==> src/rtl/mdm_pkg.sv <==
package mdm_pkg;

    localparam int FRAME_BITS = 64;
    localparam int TA_FIRST   = 46;
    localparam int DATA_FIRST = 48;

    typedef enum logic { SEQ_IDLE, SEQ_RUN } seq_state_e;

    typedef struct packed {
        logic        rd;
        logic [4:0]  phy;
        logic [4:0]  regad;
        logic [15:0] data;
    } mdm_cmd_t;

    function automatic logic [FRAME_BITS-1:0] build_frame(input mdm_cmd_t c);
        logic [1:0]  op;
        logic [1:0]  ta;
        logic [15:0] pay;
        op  = c.rd ? 2'b10 : 2'b01;
        ta  = c.rd ? 2'b00 : 2'b10;
        pay = c.rd ? 16'h0000 : c.data;
        return {32'hFFFF_FFFF, 2'b01, op, c.phy, c.regad, ta, pay};
    endfunction

endpackage

==> src/rtl/mdm_clkgen.sv <==
module mdm_clkgen #(
    parameter int DIV = 4
) (
    input  logic clk,
    input  logic rst_n,
    input  logic run_i,
    output logic mdc_o,
    output logic bit_end_o,
    output logic smp_o
);
    localparam int HALF = DIV / 2;
    localparam int CW   = (DIV > 2) ? $clog2(DIV) : 1;

    typedef struct packed {
        logic [CW-1:0] cnt;
        logic          mdc;
    } clk_st_t;

    clk_st_t st_q, st_d;

    always_comb begin
        st_d = st_q;
        if (!run_i) begin
            st_d.cnt = '0;
            st_d.mdc = 1'b0;
        end else begin
            if (st_q.cnt == CW'(DIV - 1)) st_d.cnt = '0;
            else                          st_d.cnt = st_q.cnt + 1'b1;
            st_d.mdc = (st_d.cnt >= CW'(HALF));
        end
    end

    always_ff @(posedge clk or negedge rst_n) begin
        if (!rst_n) st_q <= '0;
        else        st_q <= st_d;
    end

    assign mdc_o     = st_q.mdc;
    assign bit_end_o = run_i && (st_q.cnt == CW'(DIV - 1));
    assign smp_o     = run_i && (st_q.cnt == CW'(HALF - 1));

    AST_MDC_RISE_MID: assert property (@(posedge clk) disable iff (!rst_n)
        $rose(st_q.mdc) |-> (st_q.cnt == CW'(HALF))) else $error("mdc rise off-centre");

    AST_MDC_FALL_BIT: assert property (@(posedge clk) disable iff (!rst_n)
        $fell(st_q.mdc) |-> (st_q.cnt == '0)) else $error("mdc fell mid-bit");

endmodule

==> src/rtl/mdm_seq.sv <==
module mdm_seq
    import mdm_pkg::*;
(
    input  logic        clk,
    input  logic        rst_n,
    input  logic        start_i,
    input  mdm_cmd_t    cmd_i,
    input  logic        bit_end_i,
    input  logic        smp_i,
    input  logic        mdio_i,
    output logic        run_o,
    output logic        mdo_o,
    output logic        oe_o,
    output logic        done_o,
    output logic [15:0] rx_o
);
    localparam int BW = $clog2(FRAME_BITS);

    typedef struct packed {
        seq_state_e            state;
        logic [BW-1:0]         bitn;
        logic [FRAME_BITS-1:0] sh;
        logic                  rd;
        logic                  mdo;
        logic                  oe;
        logic                  done;
        logic [15:0]           rx;
    } seq_st_t;

    seq_st_t st_q, st_d;

    always_comb begin
        st_d      = st_q;
        st_d.done = 1'b0;
        case (st_q.state)
            SEQ_IDLE: begin
                if (start_i) begin
                    st_d.state = SEQ_RUN;
                    st_d.bitn  = '0;
                    st_d.sh    = build_frame(cmd_i);
                    st_d.rd    = cmd_i.rd;
                    st_d.mdo   = st_d.sh[FRAME_BITS-1];
                    st_d.oe    = 1'b1;
                    st_d.rx    = '0;
                end
            end
            SEQ_RUN: begin
                if (smp_i && st_q.rd && (st_q.bitn >= BW'(DATA_FIRST)))
                    st_d.rx = {st_q.rx[14:0], mdio_i};
                if (bit_end_i) begin
                    if (st_q.bitn == BW'(FRAME_BITS - 1)) begin
                        st_d.state = SEQ_IDLE;
                        st_d.oe    = 1'b0;
                        st_d.mdo   = 1'b0;
                        st_d.done  = 1'b1;
                    end else begin
                        st_d.bitn = st_q.bitn + 1'b1;
                        st_d.sh   = {st_q.sh[FRAME_BITS-2:0], 1'b0};
                        st_d.mdo  = st_d.sh[FRAME_BITS-1];
                        st_d.oe   = !(st_q.rd && (st_d.bitn >= BW'(TA_FIRST)));
                    end
                end
            end
            default: st_d.state = SEQ_IDLE;
        endcase
    end

    always_ff @(posedge clk or negedge rst_n) begin
        if (!rst_n) st_q <= '0;
        else        st_q <= st_d;
    end

    assign run_o  = (st_q.state == SEQ_RUN);
    assign mdo_o  = st_q.mdo;
    assign oe_o   = st_q.oe;
    assign done_o = st_q.done;
    assign rx_o   = st_q.rx;

    AST_TA_RELEASED: assert property (@(posedge clk) disable iff (!rst_n)
        (st_q.state == SEQ_RUN && st_q.rd && st_q.bitn >= BW'(TA_FIRST)) |-> !st_q.oe)
        else $error("line driven during read turnaround/data");

    AST_DONE_SINGLE: assert property (@(posedge clk) disable iff (!rst_n)
        st_q.done |=> !st_q.done) else $error("done longer than one cycle");

    AST_DONE_IDLE: assert property (@(posedge clk) disable iff (!rst_n)
        st_q.done |-> (st_q.state == SEQ_IDLE && !st_q.oe)) else $error("done while running");

endmodule

==> src/rtl/mdm_regif.sv <==
module mdm_regif
    import mdm_pkg::*;
#(
    parameter int NUM_PHYS = 5
) (
    input  logic        clk,
    input  logic        rst_n,
    input  logic        wr_i,
    input  logic [31:0] wdata_i,
    input  logic        done_i,
    input  logic [15:0] rx_i,
    output logic        start_o,
    output mdm_cmd_t    cmd_o,
    output logic        busy_o,
    output logic [31:0] rword_o
);
    typedef struct packed {
        logic     busy;
        logic     en;
        mdm_cmd_t cmd;
    } reg_st_t;

    reg_st_t  st_q, st_d;
    logic     start;
    mdm_cmd_t wcmd;
    logic     phy_ok;

    always_comb begin
        wcmd.data  = wdata_i[15:0];
        wcmd.regad = wdata_i[20:16];
        wcmd.phy   = wdata_i[25:21];
        wcmd.rd    = wdata_i[27];
        phy_ok     = (32'(wcmd.phy) < NUM_PHYS);
        st_d       = st_q;
        start      = 1'b0;
        if (done_i) begin
            st_d.busy = 1'b0;
            if (st_q.cmd.rd) st_d.cmd.data = rx_i;
        end else if (wr_i && !st_q.busy) begin
            st_d.en   = wdata_i[30];
            st_d.cmd  = wcmd;
            start     = wdata_i[31] && wdata_i[30] && phy_ok;
            st_d.busy = start;
        end
    end

    always_ff @(posedge clk or negedge rst_n) begin
        if (!rst_n) st_q <= '0;
        else        st_q <= st_d;
    end

    assign start_o = start;
    assign cmd_o   = wcmd;
    assign busy_o  = st_q.busy;
    assign rword_o = {st_q.busy, st_q.en, 2'b00, st_q.cmd.rd, 1'b0,
                      st_q.cmd.phy, st_q.cmd.regad, st_q.cmd.data};

    AST_BUSY_LOCKS_WORD: assert property (@(posedge clk) disable iff (!rst_n)
        (st_q.busy && !done_i && wr_i) |=> ($stable(st_q.cmd) && $stable(st_q.en) && st_q.busy))
        else $error("command word changed while busy");

    AST_BAD_PHY_NO_START: assert property (@(posedge clk) disable iff (!rst_n)
        (wr_i && !st_q.busy && !done_i && (32'(wdata_i[25:21]) >= NUM_PHYS)) |=> !st_q.busy)
        else $error("busy set for out-of-range PHY");

    AST_NO_EN_NO_START: assert property (@(posedge clk) disable iff (!rst_n)
        (wr_i && !st_q.busy && !done_i && !wdata_i[30]) |=> !st_q.busy)
        else $error("busy set with master disabled");

    AST_DONE_CLEARS: assert property (@(posedge clk) disable iff (!rst_n)
        done_i |=> !st_q.busy) else $error("busy not cleared at frame end");

endmodule

==> src/rtl/mdio_ctl_master.sv <==
module mdio_ctl_master
    import mdm_pkg::*;
#(
    parameter int DIV      = 4,
    parameter int NUM_PHYS = 5
) (
    input  logic        clk,
    input  logic        rst_n,
    input  logic        cmd_wr,
    input  logic [31:0] cmd_wdata,
    output logic [31:0] cmd_rdata,
    output logic        mdc,
    output logic        mdio_o,
    output logic        mdio_oe,
    input  logic        mdio_i
);
    logic        start, busy, run, bit_end, smp, done;
    logic [15:0] rx;
    mdm_cmd_t    cmd;

    mdm_regif #(.NUM_PHYS(NUM_PHYS)) u_regif (
        .clk     (clk),
        .rst_n   (rst_n),
        .wr_i    (cmd_wr),
        .wdata_i (cmd_wdata),
        .done_i  (done),
        .rx_i    (rx),
        .start_o (start),
        .cmd_o   (cmd),
        .busy_o  (busy),
        .rword_o (cmd_rdata)
    );

    mdm_clkgen #(.DIV(DIV)) u_clkgen (
        .clk       (clk),
        .rst_n     (rst_n),
        .run_i     (run),
        .mdc_o     (mdc),
        .bit_end_o (bit_end),
        .smp_o     (smp)
    );

    mdm_seq u_seq (
        .clk       (clk),
        .rst_n     (rst_n),
        .start_i   (start),
        .cmd_i     (cmd),
        .bit_end_i (bit_end),
        .smp_i     (smp),
        .mdio_i    (mdio_i),
        .run_o     (run),
        .mdo_o     (mdio_o),
        .oe_o      (mdio_oe),
        .done_o    (done),
        .rx_o      (rx)
    );

    AST_OE_NEEDS_BUSY: assert property (@(posedge clk) disable iff (!rst_n)
        mdio_oe |-> busy) else $error("MDIO driven without a command");

    AST_MDC_NEEDS_BUSY: assert property (@(posedge clk) disable iff (!rst_n)
        mdc |-> busy) else $error("MDC toggling while idle");

    AST_MDIO_STEADY_HIGH: assert property (@(posedge clk) disable iff (!rst_n)
        (mdc && $past(mdc)) |-> $stable(mdio_o)) else $error("MDIO moved while MDC high");

endmodule

==> config.mk <==
export PLATFORM = sky130hd
export DESIGN_NAME = mdio_ctl_master
export DESIGN_NICKNAME = d
export VERILOG_FILES = /design/src/rtl/mdm_pkg.sv /design/src/rtl/mdm_clkgen.sv /design/src/rtl/mdm_seq.sv /design/src/rtl/mdm_regif.sv /design/src/rtl/mdio_ctl_master.sv
export SDC_FILE = /design/constraint.sdc
export NUM_CORES = 1
export LEC_CHECK = 0
export BUFFER_PORTS_ARGS = -buffer_cell sky130_fd_sc_hd__buf_2
export CAP_MARGIN = 15
export CORE_ASPECT_RATIO = 0.6
export CORE_MARGIN = 3
export CORE_UTILIZATION = 23
export DETAILED_ROUTE_END_ITERATION = 10
export HOLD_SLACK_MARGIN = 0.15
export PLACE_DENSITY = 0.37
export RECOVER_POWER = 100
export SLEW_MARGIN = 10
export SYNTH_ARGS = -nofsm -noshare
export SYNTH_HDL_FRONTEND = slang
export SYNTH_SLANG_ARGS = --single-unit
export TNS_END_PERCENT = 100
==> constraint.sdc <==
create_clock -name clk -period 2.4 [get_ports clk]
set_input_delay 0.6 -clock clk [delete_from_list [all_inputs] [get_ports clk]]
set_output_delay 0.6 -clock clk [all_outputs]
set_load 0.02 [all_outputs]
* Word level (Yosys, flattened, before mapping)
Cells that the tools add are included.
** Storage, ports and cells
- Output and inout port bits :: 35
- Input bits :: 36
- Flip-flop bits (word level) :: 122
- Logic and storage cells :: 74
** Operators by class
- Equal/unequal tests :: 8
- Order comparisons :: 4
- Reduce and logical (&&, ||, !) cells :: 17
- Multiplexer cells :: 25
- Bitwise gates (word level) :: 2
- Add/subtract/negate cells :: 2
** Operator list (count)
- $pmux 71 s2 :: 1
- $mux 16 :: 5
- $mux 74 :: 1
- $mux 71 :: 1
- $mux 70 :: 1
- $pmux 16 s2 :: 1
- $mux 29 :: 1
- $ge 6x6->1 const B :: 2
- $mux 2 :: 5
- $ne 2x2->1 const B :: 5
- $reduce_and 2->1 :: 5
- $logic_and 1x1->1 :: 8
- $add 6x1->6 const B :: 1
- $eq 6x6->1 const B :: 1
- $mux 1 :: 6
- $mux 3 :: 2
- $lt 5x3->1 const B :: 1
- $pmux 2 s2 :: 1
- $reduce_and 3->1 :: 1
- $add 2x1->2 const B :: 1
- $eq 2x1->1 const B :: 1
- $eq 2x2->1 const B :: 1
- $ge 2x2->1 const B :: 1
- $logic_not 1->1 :: 2
- 2 further kinds :: 3

* Longest topological paths before layout
Gate-level depths: netlist of run 1.
- Word-level depth :: 7
- Depth in mapped cells :: 9
- Mapped depth without buffers :: 6

* Cells and area by module
From an unflattened synthesis of run 1, not the netlist that was laid out.
** Unflattened totals
- Cells, all modules :: 563
- Area, all modules :: 5711.7 um2
** Modules (own cells, without submodules)
- mdm_seq :: cells each 415, area an instance 3972.6 um2, seq. area each 2252.2 um2, instances 1
- mdm_regif :: cells each 139, area an instance 1629.1 um2, seq. area each 725.7 um2, instances 1
- mdm_clkgen :: cells each 9, area an instance 110.1 um2, seq. area each 50.0 um2, instances 1

* Worst setup path before layout of run 1
OpenSTA, ideal clock, no wires.
- Kind :: input -> register
- From :: input port cmd_wdata[25]
- To :: register u_seq.st_q[86] in the netlist's numbering
- Stages :: 7
- Library setup time :: 0.129 ns
- Data required time :: 2.271 ns
- Arrival :: 1.738 ns
- Setup slack :: 0.533 ns
- Buffers on the path :: 2
- Cells stage by stage :: and4bb_2 > nand4_4 > and2_1 > buf_2 > buf_2 > o21ai_0 > o21ai_0
** Between the ends
- Word-level cells in the longest chain between the ends :: 6
** Ends and longest elaborated chain
- from (decl) :: line mdio_ctl_master.sv:10 : input logic [31:0] cmd_wdata,
- $lt 5x3->1 :: line mdm_regif.sv:33 : phy_ok = (32'(wcmd.phy) < NUM_PHYS);
- $logic_and 1x1->1 :: line mdm_regif.sv:42 : start = wdata_i[31] && wdata_i[30] && phy_ok;
- $mux 1 :: line mdm_regif.sv:39 : end else if (wr_i && !st_q.busy) begin
- $mux 1 :: line mdm_regif.sv:36 : if (done_i) begin
- $ne 2x2->1 (no line)
- $reduce_and 3->1 (no line)
- to (signal assigned) :: line mdm_seq.sv:70 : else st_q <= st_d;
- to (decl) :: line mdm_seq.sv:30 : seq_st_t st_q, st_d;
Every way passes these cells.
A chain may end at the register's enable or synchronous reset.

* Worst setup path after layout of run 1
- From :: register u_seq.st_q[84] in the netlist's numbering
- To :: register u_seq.st_q[37] in the netlist's numbering
** Between the ends
- Word-level cells in the longest chain between the ends :: 3
** Ends and longest elaborated chain
- $eq 6x6->1 :: line mdm_seq.sv:51 : if (st_q.bitn == BW'(FRAME_BITS - 1)) begin
- $ne 2x2->1 (no line)
- $reduce_and 3->1 (no line)
Every way passes these cells.

==> results of run 1 <==
==> what timing repair did <==
action	4_1_cts	5_1_grt
hold endpoints to repair	12	0
hold buffers	1	0
gates resized for setup	0	0
==> final timing paths <==
path / endpoint / cells past startpoint / start
max in group asynchronous: u_seq.st_q[21] / 3 / rst_n
min: u_seq.rx_o[0] / 3 / mdio_i
min in group asynchronous: u_regif.rword_o[21] / 2 / rst_n
min reg2reg: u_clkgen.st_q[1] / 1 / u_clkgen.st_q[1]
max reg2reg: u_seq.st_q[37] / 6 / u_seq.st_q[84]
max: u_seq.st_q[37] / 6 / u_seq.st_q[84]
==> layout make-up <==
| type | instances | share of cell area [%] |
|---|---|---|
| clock buffer | 21 | 7.293 |
| inverter | 4 | 0.2378 |
| clock inverter | 11 | 3.052 |
| tap | 279 | 5.529 |
| timing repair buffer | 81 | 6.738 |
| multi-input combinational | 352 | 29.19 |
| sequential | 121 | 47.96 |
==> sequential cells by signal, indices dropped and copies added (netlist names) <==
name,cells
u_seq.oe_o,1
u_seq.st_q,70
u_clkgen.st_q,2
u_regif.rword_o,28
u_regif.busy_o,1
u_seq.rx_o,16
u_seq.done_o,1
u_seq.run_o,1
u_seq.mdo_o,1
==> worst reg2reg max path: stages, from the launching register on <==
cell	delay [ps]
dfrtp_1	410
ha_1	270
nand3_1	170
or2_0	280
and2_0	210
buf_12	190
a221o_1	410
==> power by group <==
group | switching [mW] | total [mW] | leakage [nW] | internal, mW
Combinational | 1.19 | 1.96 | 1.20 | 0.768
Clock | 0.925 | 2.82 | 0.314 | 1.90
Sequential | 0.574 | 3.52 | 1.43 | 2.94
Total | 2.69 | 8.30 | 2.94 | 5.61
==> stage by stage <==
stage                     total power [mW]  setup slack (ps)  cell area, um^2  instances
after CTS                            8.491             421.6             6371        869
after global placement               5.515             248.1             5708        836
final                                8.299             360.3             6314        869
after detailed placement             5.604             210.9             5708        836
after global routing                 8.915             198.8             6314        869
after floorplan                      4.926             533.4             5081        515
==> cell usage after synthesis, types with 2 or more instances <==
library cell / count / area share [%]
a22oi_1: 24 / 3.6
nor2_1: 37 / 2.7
mux2_2: 12 / 2.7
dfrtp_1: 121 / 60
a21oi_1: 2 / 0.20
xnor2_1: 2 / 0.35
o21ai_0: 9 / 0.89
xor2_1: 2 / 0.35
buf_2: 10 / 0.99
nand2_1: 161 / 12
inv_1: 4 / 0.30
a221o_1: 2 / 0.39
a221oi_1: 14 / 2.4
clkbuf_1: 16 / 1.2
ha_1: 4 / 0.99
buf_4: 6 / 0.89
buf_1: 3 / 0.22
and2_1: 4 / 0.49
nor3_1: 2 / 0.20
a22o_1: 5 / 0.86
buf_6: 2 / 0.44
nand3_1: 54 / 5.3
==> logic make-up (layout without fill, tap and decap cells) <==
kind of cell	Yosys count	count (layout)	share of synthesized area (%)
flip-flops	121	121	59.68
AO/OA/AOI/OAI	62	62	9.272
other	1	3	0.07391
adder cells (fa/ha/maj)	4	4	0.9865
AND/OR/NAND/NOR	267	267	22.52
buffers and inverters	42	117	4.118
XOR/XNOR	4	4	0.6906
multiplexers	12	12	2.663
==> layer usage <==
layer	vias up	part of all wire, %	track usage, %
met5	-	0	0
met4	0	1.8	4.947
met3	19	5.4	3.413
met2	90	41	16.01
met1	1923	52	17.00
li1	1860	-	-
==> results.cfg, run 1 <==
[timing]
max-slew-margin-rel_pct = 23.96
hold_slack_ps = 387.4
final-hold-violation-count = 0
finalSetupViolCount = 0
grt_setup_unrepaired = no
worst_pin_slew_ps = 1140
clock_skew_ps = 8.365
final_max_slew_viol_count = 0
period_share_pct = 84.99
fmax_mhz = 490.3
setup_tns_ps = 0
min_period_ps = 2040

[global_routing]
grt.overflow.total = 0
grt_first_pass_wirelength_um = 21460
grt_max_degree = 50
antenna_found_initial = 0
first_global_vias = 3873
track_usage_pct = 11.68

[cts]
path_clk_slew_ps = 60
clock_path_buffers = 2
cts_made_buffers = 17
cts_max_level = 4
tritoncts = built
clk_latency_ps = 420
clockRootBuffer = clkbuf_16
post_cts_buffers = 0
cts_sinks = 121

[critical_path]
r2r_setup_slack_ps = 360
critPathKind = reg -> reg
critical_path.top_delay_family = simple AND/OR/NAND/NOR gates
cp_data_arrival_time_ps = 2340
cpPeakStageDelay_ps = 410
startpoint_type = flop
worstSetupEndpointType = flop
crit_buf_inv = 1
critPathMaxFanout = 49
worst_path_max_delay_cell = dfrtp_1
critPathRequiredTime_ps = 2700
cp_cell_sequence = ha_1 > nand3_1 > or2_0 > and2_0 > buf_12 > a221o_1

[cells_and_area]
regArea_um2 = 3028
multiInputGateArea_um2 = 1843
mostFrequentLayoutCells = 161 x nand2_1, 121 x dfrtp_1, 55 x nand3_1
area_delta_synth_final_pct = 24.44
drive_gt1_share_pct = 16.27
fillCellCount = 2251
n_antenna_cell = 0
final_nets = 617
final_common_cell = nand2_1
final_core_util_pct = 29.58

[power_and_ir_drop]
peakVddDrop_mv = 0.5335
leakagePower_nw = 2.938
power_density_nw_per_um2 = 1314

[routing]
drt_iter0_drc = 232
firstDrtPassIters = 4
vias = 3892
drcViolationCount = 0
viasPerCell = 4.479
routedWlPerCell_um = 14.88
postRouteAntennaNets = 0
drt-total-wl_um = 12930

[floorplanning]
coreArea_um2 = 21340
die_area_um2 = 23940
fp.dieW_um = 197.7
fp-row-count = 41
die_h_um = 121.0
ioPinCount = 71
initial_core_util_pct = 23.77

[yosys]
netlist_instances = 513
synth-main-ff-cell = dfrtp_1
yosys_warnings = 0
yosysSeqAreaShare_pct = 59.68
syn_area_um2 = 5074
async_reset_ff_share_pct = 100.0
syn_area_per_cell_um2 = 9.890
synth-edff-count = 0
synth-seq-cells = 121
ys_types = 39

[placed_design]
place_congestion = 0.6671
port_buffers = 64
hpwl_um = 8657

[flow_run]
cap_violations = 0

[run_status]
status = finished, final reports clean

[worst_hold_path]
hp-class = in -> reg
No activity file was read; power rests on OpenSTA's default activity.
==> inputs of run 2 (changes only) <==
PLACE_DENSITY = 0.38   (was 0.37)
clock period = 1.7 ns   (was 2.4 ns; I/O delays follow)
==> run 2 against run 1 <==
Net effect:
- fmax grew 23%
- global-route usage decreased by 0.10 points
- cell count is 3.5% higher
- hold slack got worse by 170 ps
- combinational power grew 64%
- die area unchanged
==> results.cfg, run 2 (same netlist as run 1, synthesis figures left out) <==
[routing]
routedWlPerCell_um = 15.28
drt-total-wl_um = 13740
vias = 3972
drt_iter0_drc = 266
postRouteAntennaNets = 0
firstDrtPassIters = 4
drcViolationCount = 0
viasPerCell = 4.418

[power_and_ir_drop]
power_density_nw_per_um2 = 1788
leakagePower_nw = 3.203
peakVddDrop_mv = 0.7481

[global_routing]
grt.overflow.total = 0
grt_first_pass_wirelength_um = 21770
track_usage_pct = 11.58
antenna_found_initial = 0
first_global_vias = 3937
grt_max_degree = 35

[critical_path]
worstReg2RegEnd = u_seq.st_q[48]
critPathMaxFanout = 8
crit_buf_inv = 1
critPathRequiredTime_ps = 1990
critical_path.top_delay_family = simple AND/OR/NAND/NOR gates
worst_path_max_delay_cell = dfrtp_1
r2r-start = u_seq.done_o
cpPeakStageDelay_ps = 420
cp_cell_sequence = nor3b_4 > nand4_4 > and2_4 > clkbuf_16 > a221o_1
cp_data_arrival_time_ps = 1950
worstSetupEndpointType = flop
r2r_cells = 5
critPathKind = reg -> reg
startpoint_type = flop
r2r_setup_slack_ps = 40

[timing]
setup_slack_ps = 39.52
fmax_mhz = 602.2
worst_pin_slew_ps = 981.9
finalSetupViolCount = 0
final-hold-violation-count = 0
final_max_slew_viol_count = 0
clock_skew_ps = 10.92
period_share_pct = 97.68
grt_setup_unrepaired = yes
hold_slack_ps = 212.6
min_period_ps = 1660
max-slew-margin-rel_pct = 34.54

[cells_and_area]
stdcell_area_um2 = 6740
mostFrequentLayoutCells = 160 x nand2_1, 120 x dfrtp_1, 54 x nand3_1
area_delta_synth_final_pct = 32.85
n_antenna_cell = 0
drive_gt1_share_pct = 24.84
final_common_cell = nand2_1
final_nets = 648
largest_register_ffs = 70
regMostFlops = u_seq.st_q
final_core_util_pct = 31.58

[worst_hold_path]
hp-class = in -> reg
hold_end = u_seq.rx_o[0]
hp-start = mdio_i
whs_path_depth = 3

[cts]
path_clk_slew_ps = 60
tritoncts = built
clk_latency_ps = 410
clock_path_buffers = 2
clockRootBuffer = clkbuf_16
cts_made_buffers = 17
cts_sinks = 121
cts_max_level = 4

[placed_design]
postPlaceCellArea_um2 = 5957
place_ws_ps = -142.9
port_buffers = 64
place_congestion = 0.7726
hpwl_um = 9255

[flow_run]
cap_violations = 0

[floorplanning]
die_h_um = 121.0
initial_core_util_pct = 23.77
fp.dieW_um = 197.7
die_area_um2 = 23940
coreArea_um2 = 21340
fp-row-count = 41
ioPinCount = 71

[run_status]
status = finished, final reports clean
==> run 2: cell type report <==
class                   count  area, um^2
clock buffers              22       474.2
clock inverters             9       145.1
fillers                  2216       14600
inverters                   4       15.01
multi-input cells         352        1971
flip-flops and latches    121        3029
well taps                 279       349.1
repair buffers            112       757.0
==> run 2: layer usage <==
| metal | routed length [um] | track usage [%] | up-vias |
|---|---|---|---|
| li1 | - | - | 1918 |
| met2 | 5351 | 15.08 | 90 |
| met4 | 128 | 3.445 | 0 |
| met1 | 7429 | 18.29 | 1951 |
| met5 | 0 | 0 | - |
| met3 | 830 | 3.024 | 13 |
==> run 2: repair_timing <==
| item | CTS | global route |
|---|---|---|
| hold buffers | 1 | 0 |
| setup buffers | 0 | 2 |
| endpoints found under the setup margin | 0 | 63 |
| gates resized for setup | 0 | 26 |
| endpoints found under the hold margin | 29 | 0 |
==> run 2: worst max-delay path by stage <==
| stage | slack [ps] | from | depth (start not counted) | end |
|---|---|---|---|---|
| after floorplan | -20 | u_seq.st_q[84] | 7 | u_seq.st_q[48] |
| after global placement | -80 | cmd_wdata[22] | 7 | u_seq.st_q[27] |
| after detailed placement | -140 | cmd_wdata[22] | 7 | u_seq.st_q[27] |
| after CTS | 10 | u_seq.st_q[85] | 9 | u_seq.st_q[43] |
| after global routing | -20 | u_seq.done_o | 5 | u_seq.st_q[48] |
| final | 40 | u_seq.done_o | 5 | u_seq.st_q[48] |
==> run 2: power by group <==
| group | total (mW) | switching [mW] | internal, mW |
|---|---|---|---|
| registers | 5.01 | 0.847 | 4.16 |
| logic | 3.22 | 1.85 | 1.37 |
| clock network | 3.83 | 1.28 | 2.55 |
==> run 2: stage by stage <==
| stage | setup TNS [ps] | cells | total power, mW |
|---|---|---|---|
| after CTS | 0 | 894 | 12.07 |
| after global routing | -79.45 | 899 | 12.89 |
| after global placement | -1348 | 862 | 8.047 |
| after floorplan | -125.2 | 515 | 7.004 |
| after detailed placement | -2616 | 862 | 8.162 |
| final | 0 | 899 | 12.05 |
==> run 2: tightest hold or removal path: stages <==
cell and delay, ps:
buf_2 80, nand2_1 40, nand2_1 50
